File: config.mk
export PLATFORM = sky130hd
export DESIGN_NAME = memwr_ctl_reg
export DESIGN_NICKNAME = d
export VERILOG_FILES = /design/src/rtl/mwc_pkg.sv /design/src/rtl/mwc_busy_timer.sv /design/src/rtl/mwc_ctrl_core.sv /design/src/rtl/memwr_ctl_reg.sv
export SDC_FILE = /design/constraint.sdc
export NUM_CORES = 1
export LEC_CHECK = 0
export BUFFER_PORTS_ARGS = -buffer_cell sky130_fd_sc_hd__buf_2
export CAP_MARGIN = 20
export CORE_MARGIN = 4
export CORE_UTILIZATION = 27
export CTS_CLUSTER_SIZE = 24
export DETAILED_ROUTE_END_ITERATION = 7
export PLACE_DENSITY = 0.52
export SLEW_MARGIN = 20
export SYNTH_ARGS = -nofsm -noshare
export SYNTH_HDL_FRONTEND = slang
export SYNTH_SLANG_ARGS = --single-unit
File: constraint.sdc
create_clock -name clk -period 2.1 [get_ports clk]
set_input_delay 0.105 -clock clk [delete_from_list [all_inputs] [get_ports clk]]
set_output_delay 0.105 -clock clk [all_outputs]
set_load 0.005 [all_outputs]
File: src/rtl/mwc_pkg.sv
package mwc_pkg;

    localparam int REG_W     = 8;
    localparam int POS_ERASE = 4;
    localparam int POS_ERR   = 3;
    localparam int POS_WEN   = 2;
    localparam int POS_START = 1;

    typedef struct packed {
        logic erase;
        logic err;
        logic wen;
        logic start;
    } ctrl_t;

    localparam ctrl_t CTRL_CLEAR = '{erase: 1'b0, err: 1'b0, wen: 1'b0, start: 1'b0};

    typedef struct packed {
        logic erase;
        logic err_clr;
        logic wen;
        logic go;
    } wr_req_t;

    function automatic logic [REG_W-1:0] pack_reg(input ctrl_t c);
        logic [REG_W-1:0] v;
        v            = '0;
        v[POS_ERASE] = c.erase;
        v[POS_ERR]   = c.err;
        v[POS_WEN]   = c.wen;
        v[POS_START] = c.start;
        return v;
    endfunction

    function automatic wr_req_t unpack_write(input logic [REG_W-1:0] d);
        wr_req_t r;
        r.erase   = d[POS_ERASE];
        r.err_clr = ~d[POS_ERR];
        r.wen     = d[POS_WEN];
        r.go      = d[POS_START];
        return r;
    endfunction

endpackage

File: src/rtl/mwc_busy_timer.sv
module mwc_busy_timer #(
    parameter int BUSY_CYCLES = 16
) (
    input  logic clk,
    input  logic rst_por,
    input  logic abort,
    input  logic load,
    output logic done
);
    localparam int CW = (BUSY_CYCLES < 2) ? 1 : $clog2(BUSY_CYCLES);
    localparam logic [CW-1:0] LOAD_VAL = CW'(BUSY_CYCLES - 1);

    logic [CW-1:0] cnt_q;
    logic          act_q;

    assign done = act_q && (cnt_q == '0);

    always_ff @(posedge clk) begin
        if (rst_por || abort) begin
            act_q <= 1'b0;
            cnt_q <= '0;
        end else if (load) begin
            act_q <= 1'b1;
            cnt_q <= LOAD_VAL;
        end else if (done) begin
            act_q <= 1'b0;
        end else if (act_q) begin
            cnt_q <= cnt_q - 1'b1;
        end
    end

    // the counter never runs above its load value
    a_r4_cnt_bound: assert property (@(posedge clk) disable iff (rst_por)
        act_q |-> (cnt_q <= LOAD_VAL));

    // done ends the countdown
    a_r4_done_single: assert property (@(posedge clk) disable iff (rst_por)
        (done && !load) |=> !done);

endmodule

File: src/rtl/mwc_ctrl_core.sv
module mwc_ctrl_core
    import mwc_pkg::*;
(
    input  logic             clk,
    input  logic             rst_por,
    input  logic             rst_warm,
    input  logic             reg_we,
    input  logic [REG_W-1:0] reg_wdata,
    input  logic             eng_done,
    output ctrl_t            ctrl,
    output logic             launch,
    output logic             start_pulse,
    output logic             done_pulse
);
    ctrl_t   ctrl_q;
    ctrl_t   ctrl_d;
    wr_req_t req;
    logic    bad_go;

    assign req    = unpack_write(reg_wdata);
    assign launch = reg_we && req.go && !ctrl_q.start && ctrl_q.wen && !rst_warm;
    assign bad_go = reg_we && req.go && !ctrl_q.start && !ctrl_q.wen;
    assign ctrl   = ctrl_q;

    always_comb begin
        ctrl_d = ctrl_q;
        if (rst_warm) begin
            ctrl_d.erase = 1'b0;
            ctrl_d.wen   = 1'b0;
            ctrl_d.start = 1'b0;
            if (ctrl_q.start) begin
                ctrl_d.err = 1'b1;
            end
        end else begin
            if (eng_done && ctrl_q.start) begin
                ctrl_d.start = 1'b0;
                ctrl_d.erase = 1'b0;
            end
            if (reg_we) begin
                if (req.err_clr) begin
                    ctrl_d.err = 1'b0;
                end
                if (!ctrl_q.start) begin
                    ctrl_d.erase = req.erase;
                    ctrl_d.wen   = req.wen;
                    if (launch) begin
                        ctrl_d.start = 1'b1;
                    end
                end
                if (bad_go) begin
                    ctrl_d.err = 1'b1;
                end
            end
        end
    end

    always_ff @(posedge clk) begin
        if (rst_por) begin
            ctrl_q      <= CTRL_CLEAR;
            start_pulse <= 1'b0;
            done_pulse  <= 1'b0;
        end else begin
            ctrl_q      <= ctrl_d;
            start_pulse <= launch;
            done_pulse  <= !rst_warm && eng_done && ctrl_q.start;
        end
    end

    // start bit rises only together with a launch pulse
    a_r3_rise_with_pulse: assert property (@(posedge clk) disable iff (rst_por)
        $rose(ctrl_q.start) |-> start_pulse);

    // launch attempt with writes disabled stays idle and flags error
    a_r7_disabled_go: assert property (@(posedge clk) disable iff (rst_por)
        (reg_we && reg_wdata[POS_START] && !ctrl_q.wen && !ctrl_q.start && !rst_warm)
        |=> (!ctrl_q.start && ctrl_q.err));

    // a running cycle keeps its start bit until done or warm reset
    a_r5_start_held: assert property (@(posedge clk) disable iff (rst_por)
        (ctrl_q.start && !eng_done && !rst_warm) |=> ctrl_q.start);

    // enable and erase select are frozen while running
    a_r11_frozen_fields: assert property (@(posedge clk) disable iff (rst_por)
        (ctrl_q.start && !eng_done && !rst_warm) |=> ($stable(ctrl_q.wen) && $stable(ctrl_q.erase)));

    // warm reset mid-cycle leaves the flag set and no completion pulse
    a_r8_warm_abort: assert property (@(posedge clk) disable iff (rst_por)
        (rst_warm && ctrl_q.start) |=> (ctrl_q.err && !ctrl_q.start && !done_pulse));

    // completion pulse follows the fall of the start bit
    a_r4_pulse_on_fall: assert property (@(posedge clk) disable iff (rst_por)
        done_pulse |-> (!ctrl_q.start && $past(ctrl_q.start)));

endmodule

File: src/rtl/memwr_ctl_reg.sv
module memwr_ctl_reg
    import mwc_pkg::*;
#(
    parameter int BUSY_CYCLES = 16
) (
    input  logic       clk,
    input  logic       rst_por,
    input  logic       rst_warm,
    input  logic       reg_we,
    input  logic [7:0] reg_wdata,
    output logic [7:0] reg_rdata,
    output logic       eng_start,
    output logic       eng_erase,
    output logic       busy,
    output logic       op_done_irq
);
    ctrl_t ctrl;
    logic  launch;
    logic  eng_done;

    mwc_ctrl_core u_core (
        .clk         (clk),
        .rst_por     (rst_por),
        .rst_warm    (rst_warm),
        .reg_we      (reg_we),
        .reg_wdata   (reg_wdata),
        .eng_done    (eng_done),
        .ctrl        (ctrl),
        .launch      (launch),
        .start_pulse (eng_start),
        .done_pulse  (op_done_irq)
    );

    mwc_busy_timer #(.BUSY_CYCLES(BUSY_CYCLES)) u_timer (
        .clk     (clk),
        .rst_por (rst_por),
        .abort   (rst_warm),
        .load    (launch),
        .done    (eng_done)
    );

    assign reg_rdata = pack_reg(ctrl);
    assign eng_erase = ctrl.erase;
    assign busy      = ctrl.start;

    // the engine finishes only while a cycle is marked running
    a_r4_done_while_busy: assert property (@(posedge clk) disable iff (rst_por || rst_warm)
        eng_done |-> busy);

endmodule

==> results_dict.tcl, run 1 <==
set metrics [dict create \
    postLayoutSetupSlackWorst_ps 543 \
    start_kind "flop" \
    period_share_pct 74.1 \
    path_class "reg -> reg" \
    hold_viol 0 \
    grt_pass1_vias 440 \
    die_h_microns 53.4 \
    fmax_mhz 642 \
    grt_usage_pct 9.55 \
    multi_input_area_sq_um 284 \
    fin_area_sq_um 654 \
    async_flop_share_pct 0 \
    grt_max_degree 11 \
    drive_gt1_share_pct 29.9 \
    grt_overflow 0 \
    synth_common_cells "dfxtp_1, buf_4, nand2_1" \
    critical_path_required_ps 2290 \
    cts-root-buf "clkbuf_4" \
    drc_errors 0 \
    vias_per_cell 4.51 \
    crit_arrival_ps 1740 \
    io_buffers 15 \
    worst-path-max-fanout 4 \
    syn_inst 62 \
    yosysUniqueCellTypes 27 \
    cp_cell_sequence "inv_1, ha_1, or3b_4, and4_4, a311oi_2" \
    path_clk_slew_ps 70 \
    drt_pass1_iterations 4 \
    cts_max_level 1 \
    wl_per_cell_microns 10.5 \
    postRouteAntennaNets 0 \
    clock_latency_ps 270 \
    reg2regPathDepth 5 \
    postRouteWirelength_mm 1.09 \
    cap_violations 0 \
    place.gp.congestion 0.788 \
    power_mw 0.388 \
    outcome "finished, final reports clean" \
    cpPeakStageDelay_ps 420 \
    drtIter0Drc 8 \
    pre_cts_ws_ps 553 \
    area_growth_pct 17.5 \
    cpMaxStageDelayCell "or3b_4" \
    hold_class "in -> reg" \
    skew_ps 0.928 \
    placed_cell_area_sq_um 628 \
    fin_setup_tns_ps 0 \
    die_w_microns 53.4 \
    cts_buffers 3 \
    cts.sinks 11 \
    postCtsSetupBuffers 0 \
    worst_setup_path_end_kind "flop" \
    dieArea_sq_mm 0.00285 \
    synth_top_cell_by_area "dfxtp_1" \
    slew_viol_final 0 \
    cts_resized 0 \
    rows 16 \
    synth_edf_count 0 \
    cellPowerDensity_mw_per_mm2 593 \
    cts_tree "done" \
    rsz0062_at_grt "false" \
    ios 24 \
    hpwl_microns 823 \
    synth_area_leaders "dfxtp_1, buf_4, ha_1" \
    antenna_found_initial 0 \
    clk_path_buf_depth 2 \
    hold-path-cell-count 2 \
    ys.flop_type "dfxtp_1" \
    holdWs_ps 22.2 \
    holdBufCountCts 0 \
    ff_latch_area_sq_um 220 \
    grt_pass1_wl_mm 1.88 \
    synth.most_common_cell "dfxtp_1" \
    fp.coreArea_sq_mm 0.00196 \
    syn_area_sq_um 557 \
    seq_area_frac_synth_pct 39.6 \
    num_vias 469 \
    diodes 0 \
    nets 92 \
    initial_core_util_pct 28.4 \
    avgSynthCellArea_sq_um 8.98 \
    fin_crit_ps 1560 \
    setup_viol_count_final 0 \
    ys_ff_latch 11 \
    vdd_drop_max_uv 359 \
    p_leak_nw 0.286 \
    ys_warn_count 0 \
    fillCellCount 226 \
    yosysTopAreaCellShare_pct 39.6 \
]
state kept, by name, indices dropped and copies added (netlist names):
signal	count
u_timer.act_q	1
u_core.ctrl	4
u_timer.cnt_q	4
u_core.start_pulse	1
u_core.done_pulse	1
layout by cell type (no fill, tap or decap):
master | synthesis | routed
a211o_1 | 1 | 1
a21o_1 | 1 | 1
a21oi_1 | 4 | 4
a311oi_2 | 1 | 1
a31oi_1 | 3 | 3
and3_1 | 1 | 1
and4_4 | 1 | 1
buf_2 | 0 | 15
clkbuf_1 | 1 | 1
clkbuf_4 | 0 | 3
conb_1 | 1 | 4
dfxtp_1 | 11 | 11
ha_1 | 2 | 2
inv_1 | 4 | 4
mux2i_1 | 2 | 2
nand2_1 | 6 | 6
nand2b_1 | 1 | 1
nand3_1 | 2 | 2
nand4b_2 | 1 | 1
nor2_1 | 5 | 5
nor2b_1 | 1 | 1
nor4b_1 | 1 | 1
nor4bb_1 | 1 | 1
o21ai_0 | 1 | 1
o22a_1 | 1 | 1
o31ai_1 | 1 | 1
or2_2 | 1 | 1
or3b_4 | 1 | 1
metal layers:
layer	part of all wire, %	GRT usage [%]	wire length, microns	up-vias
met3	13	5.07	146	4
met1	46	11.1	501	204
met2	39	13.9	425	24
met5	0	0	0	-
met4	1.7	5.11	19	0
li1	-	-	-	237
cell families (layout without fill, tap and decap cells):
family / after synthesis / in the layout / share of synthesized area (%)
flops: 11 / 11 / 39.6
simple gates: 22 / 22 / 23.8
mux: 2 / 2 / 3.60
compound gates: 13 / 13 / 16.4
other cells: 1 / 4 / 0.674
buf+inv: 11 / 23 / 11.5
fa+ha+maj: 2 / 2 / 4.49
through the flow:
stage               utilization (%)  cells
floorplan                         -     65
global placement               32.0    100
detailed placement             32.0    100
CTS                            33.4    104
global route                   33.4    104
finish                         33.4    104
layout make-up:
| type | count | share of cell area, % |
|---|---|---|
| Tap cell | 27 | 5.16 |
| Sequential cell | 11 | 33.7 |
| Timing Repair Buffer | 15 | 11.5 |
| Multi-Input combinational cell | 43 | 43.4 |
| Inverter | 4 | 2.29 |
| Clock buffer | 4 | 4.02 |
power by group:
group	switching [mW]	leakage (nW)	internal (mW)
combinational	0.0162	0.182	0.0136
clock	0.0708	0.0150	0.0736
sequential	0.00246	0.0889	0.211
total	0.0894	0.286	0.299
worst max-delay path, delay by kind of cell, from the launching register on:
kind            cells  cell delay, ps
flops               1             310
fa+ha+maj           1             220
buf+inv             1             110
simple gates        2             620
compound gates      1             220
worst paths after layout:
check                           startpoint                       endpoint  slack (ps)
max          u_timer.cnt_q[0]$_SDFFE_PP0P_  u_timer.cnt_q[1]$_SDFFE_PP0P_         540
min                                rst_por    u_core.ctrl[2]$_SDFFE_PP0P_          20
max reg2reg  u_timer.cnt_q[0]$_SDFFE_PP0P_  u_timer.cnt_q[1]$_SDFFE_PP0P_         540
min reg2reg    u_core.ctrl[2]$_SDFFE_PP0P_    u_core.ctrl[2]$_SDFFE_PP0P_         490
No activity file was read; power rests on OpenSTA's default activity.
==> inputs of run 2 (changes only) <==
--- a/config.mk
+++ b/config.mk
@@ -11,7 +11,7 @@
 export CORE_UTILIZATION = 27
 export CTS_CLUSTER_SIZE = 24
 export DETAILED_ROUTE_END_ITERATION = 7
-export PLACE_DENSITY = 0.52
+export PLACE_DENSITY = 0.54
 export SLEW_MARGIN = 20
 export SYNTH_ARGS = -nofsm -noshare
 export SYNTH_HDL_FRONTEND = slang
==> constraint.sdc (replaced) <==
create_clock -name clk -period 1.27 [get_ports clk]
set_input_delay 0.0635 -clock clk [delete_from_list [all_inputs] [get_ports clk]]
set_output_delay 0.0635 -clock clk [all_outputs]
set_load 0.005 [all_outputs]
==> run 2 against run 1 <==
  * The run now ends with setup timing left
  * Die area unchanged
  * Non-clock buffer count up 9
  * Total power up 65%
  * Critical path depth unchanged
  * Fmax up 17%
  * Flip-flop and latch count unchanged
  * Largest power group unchanged
  * Combinational power up 91%
==> results_dict.tcl, run 2 (synthesized netlist as in run 1, its figures left out) <==
set metrics [dict create \
    outcome "finished with violations" \
    violations "setup timing" \
    fillCellCount 220 \
    hold_viol 0 \
    worst_setup_path_end_kind "flop" \
    setup_viol_count_final 2 \
    rows 16 \
    drc_errors 0 \
    fin_setup_tns_ps -78.7 \
    cts.sinks 11 \
    clk_path_buf_depth 2 \
    r2r_end "u_timer.cnt_q[1]$_SDFFE_PP0P_" \
    cpMaxStageDelayCell "or3b_4" \
    die_w_microns 53.4 \
    ios 24 \
    cp_top_family "simple AND/OR/NAND/NOR gates" \
    rsz0062_at_grt "true" \
    antenna_found_initial 0 \
    cts_tree "done" \
    grt_max_degree 10 \
    diodes 0 \
    initial_core_util_pct 28.4 \
    place.gp.congestion 0.750 \
    cpPeakStageDelay_ps 390 \
    cp_cell_sequence "inv_2, ha_4, or3b_4, and4_4, a311oi_2" \
    postRouteWirelength_mm 1.25 \
    worst-path-max-fanout 4 \
    start_kind "flop" \
    path_class "reg -> reg" \
    ff_latch_area_sq_um 223 \
    slew_viol_final 0 \
    drt_pass1_iterations 2 \
    layout_commonest_cell "buf_2" \
    reg2reg_from "u_timer.cnt_q[1]$_SDFFE_PP0P_" \
    postLayoutSetupSlackWorst_ps -59.7 \
    vdd_drop_max_uv 288 \
    final_cell_mix "buf_2, dfxtp_1, buf_4, nor2_1, nand2_1" \
    num_vias 495 \
    postLayoutCoreUtil_pct 39.7 \
    p_leak_nw 0.339 \
    die_h_microns 53.4 \
    wl_per_cell_microns 11.0 \
    grt_usage_pct 9.73 \
    setup.worst_path.start "u_timer.cnt_q[1]$_SDFFE_PP0P_" \
    postRouteAntennaNets 0 \
    fin_area_sq_um 779 \
    drive_gt1_share_pct 46.5 \
    area_growth_pct 40.0 \
    cellPowerDensity_mw_per_mm2 823 \
    fp.coreArea_sq_mm 0.00196 \
    grt_pass1_vias 457 \
    dieArea_sq_mm 0.00285 \
    r2r_slack_ps -60 \
    path_clk_slew_ps 70 \
    grt_overflow 0 \
    pre_cts_ws_ps -91.8 \
    fin_crit_ps 1330 \
    crit_cells 5 \
    drtIter0Drc 7 \
    fmax_mhz 752 \
    clock_latency_ps 260 \
    grt_pass1_wl_mm 1.93 \
    power_mw 0.642 \
    critical_path_required_ps 1450 \
    crit_arrival_ps 1510 \
    vias_per_cell 4.38 \
    cts_buffers 3 \
    multi_input_area_sq_um 333 \
    io_buffers 15 \
    skew_ps 5.73 \
    crit_end "u_timer.cnt_q[1]$_SDFFE_PP0P_" \
    placed_cell_area_sq_um 702 \
    hpwl_microns 948 \
    reg2regPathDepth 5 \
    cap_violations 0 \
    cts-root-buf "clkbuf_4" \
    cp_num_buf_inv 1 \
    hold_class "in -> reg" \
    period_share_pct 105 \
    cts_max_level 1 \
    nets 101 \
]
[run 2: cell types whose count changed in the layout (fill, tap and decap cells not counted), moves of 2 or more]
cell and change:
buf_4 +7, dfxtp_1 -2, dfxtp_2 +2, ha_4 +2, ha_1 -2, inv_1 -2, inv_2 +2
[run 2: report_power, final]
| group | switching, mW | leakage, nW | internal (mW) |
|---|---|---|---|
| sequential | 0.00385 | 0.0899 | 0.350 |
| clock | 0.110 | 0.0150 | 0.121 |
| combinational | 0.0290 | 0.234 | 0.0278 |
[run 2: worst reg2reg max path, stage by stage (launching register included)]
cell and delay, ps:
dfxtp_2 330, inv_2 70, ha_4 120, or3b_4 390, and4_4 160, a311oi_2 170
[run 2: area by class of cell]
type | count | share of cell area [%]
inverter | 4 | 1.93
timing repair buffer | 24 | 19.1
sequential | 11 | 28.6
multi-input combinational | 43 | 42.7
tap | 27 | 4.33
clock buffer | 4 | 3.37
[run 2: what timing repair did]
action	CTS	global route
hold buffers	1	0
resized for setup	1	7
buffers inserted	2	0
pin swaps	3	4
endpoints found under the setup margin	2	6
endpoints found under the hold margin	1	0
[run 2: how the worst min path moves through the flow]
stage / startpoint / end / depth (start not counted)
floorplan: rst_por / u_core.ctrl[2]$_SDFFE_PP0P_ / 1
global placement: rst_por / u_core.ctrl[2]$_SDFFE_PP0P_ / 2
detailed placement: rst_por / u_core.ctrl[2]$_SDFFE_PP0P_ / 2
CTS: reg_wdata[2] / u_core.ctrl[1]$_SDFFE_PP0P_ / 3
global route: reg_wdata[2] / u_core.ctrl[1]$_SDFFE_PP0P_ / 3
finish: reg_wdata[2] / u_core.ctrl[1]$_SDFFE_PP0P_ / 3
[run 2: metal layers]
metal  vias to the layer above  track usage, %  routed length, microns
li1                        254               -                       -
met1                       223            10.6                     542
met2                        18            15.7                     584
met3                         0            3.38                     117
met4                         0            6.38                       0
met5                         -               0                       0
[run 2: per-stage QoR]
stage	std cells	hold WS (ps)
finish	113	46.5
global route	113	55.3
CTS	115	40.3
detailed placement	108	269
global placement	108	261
floorplan	65	133
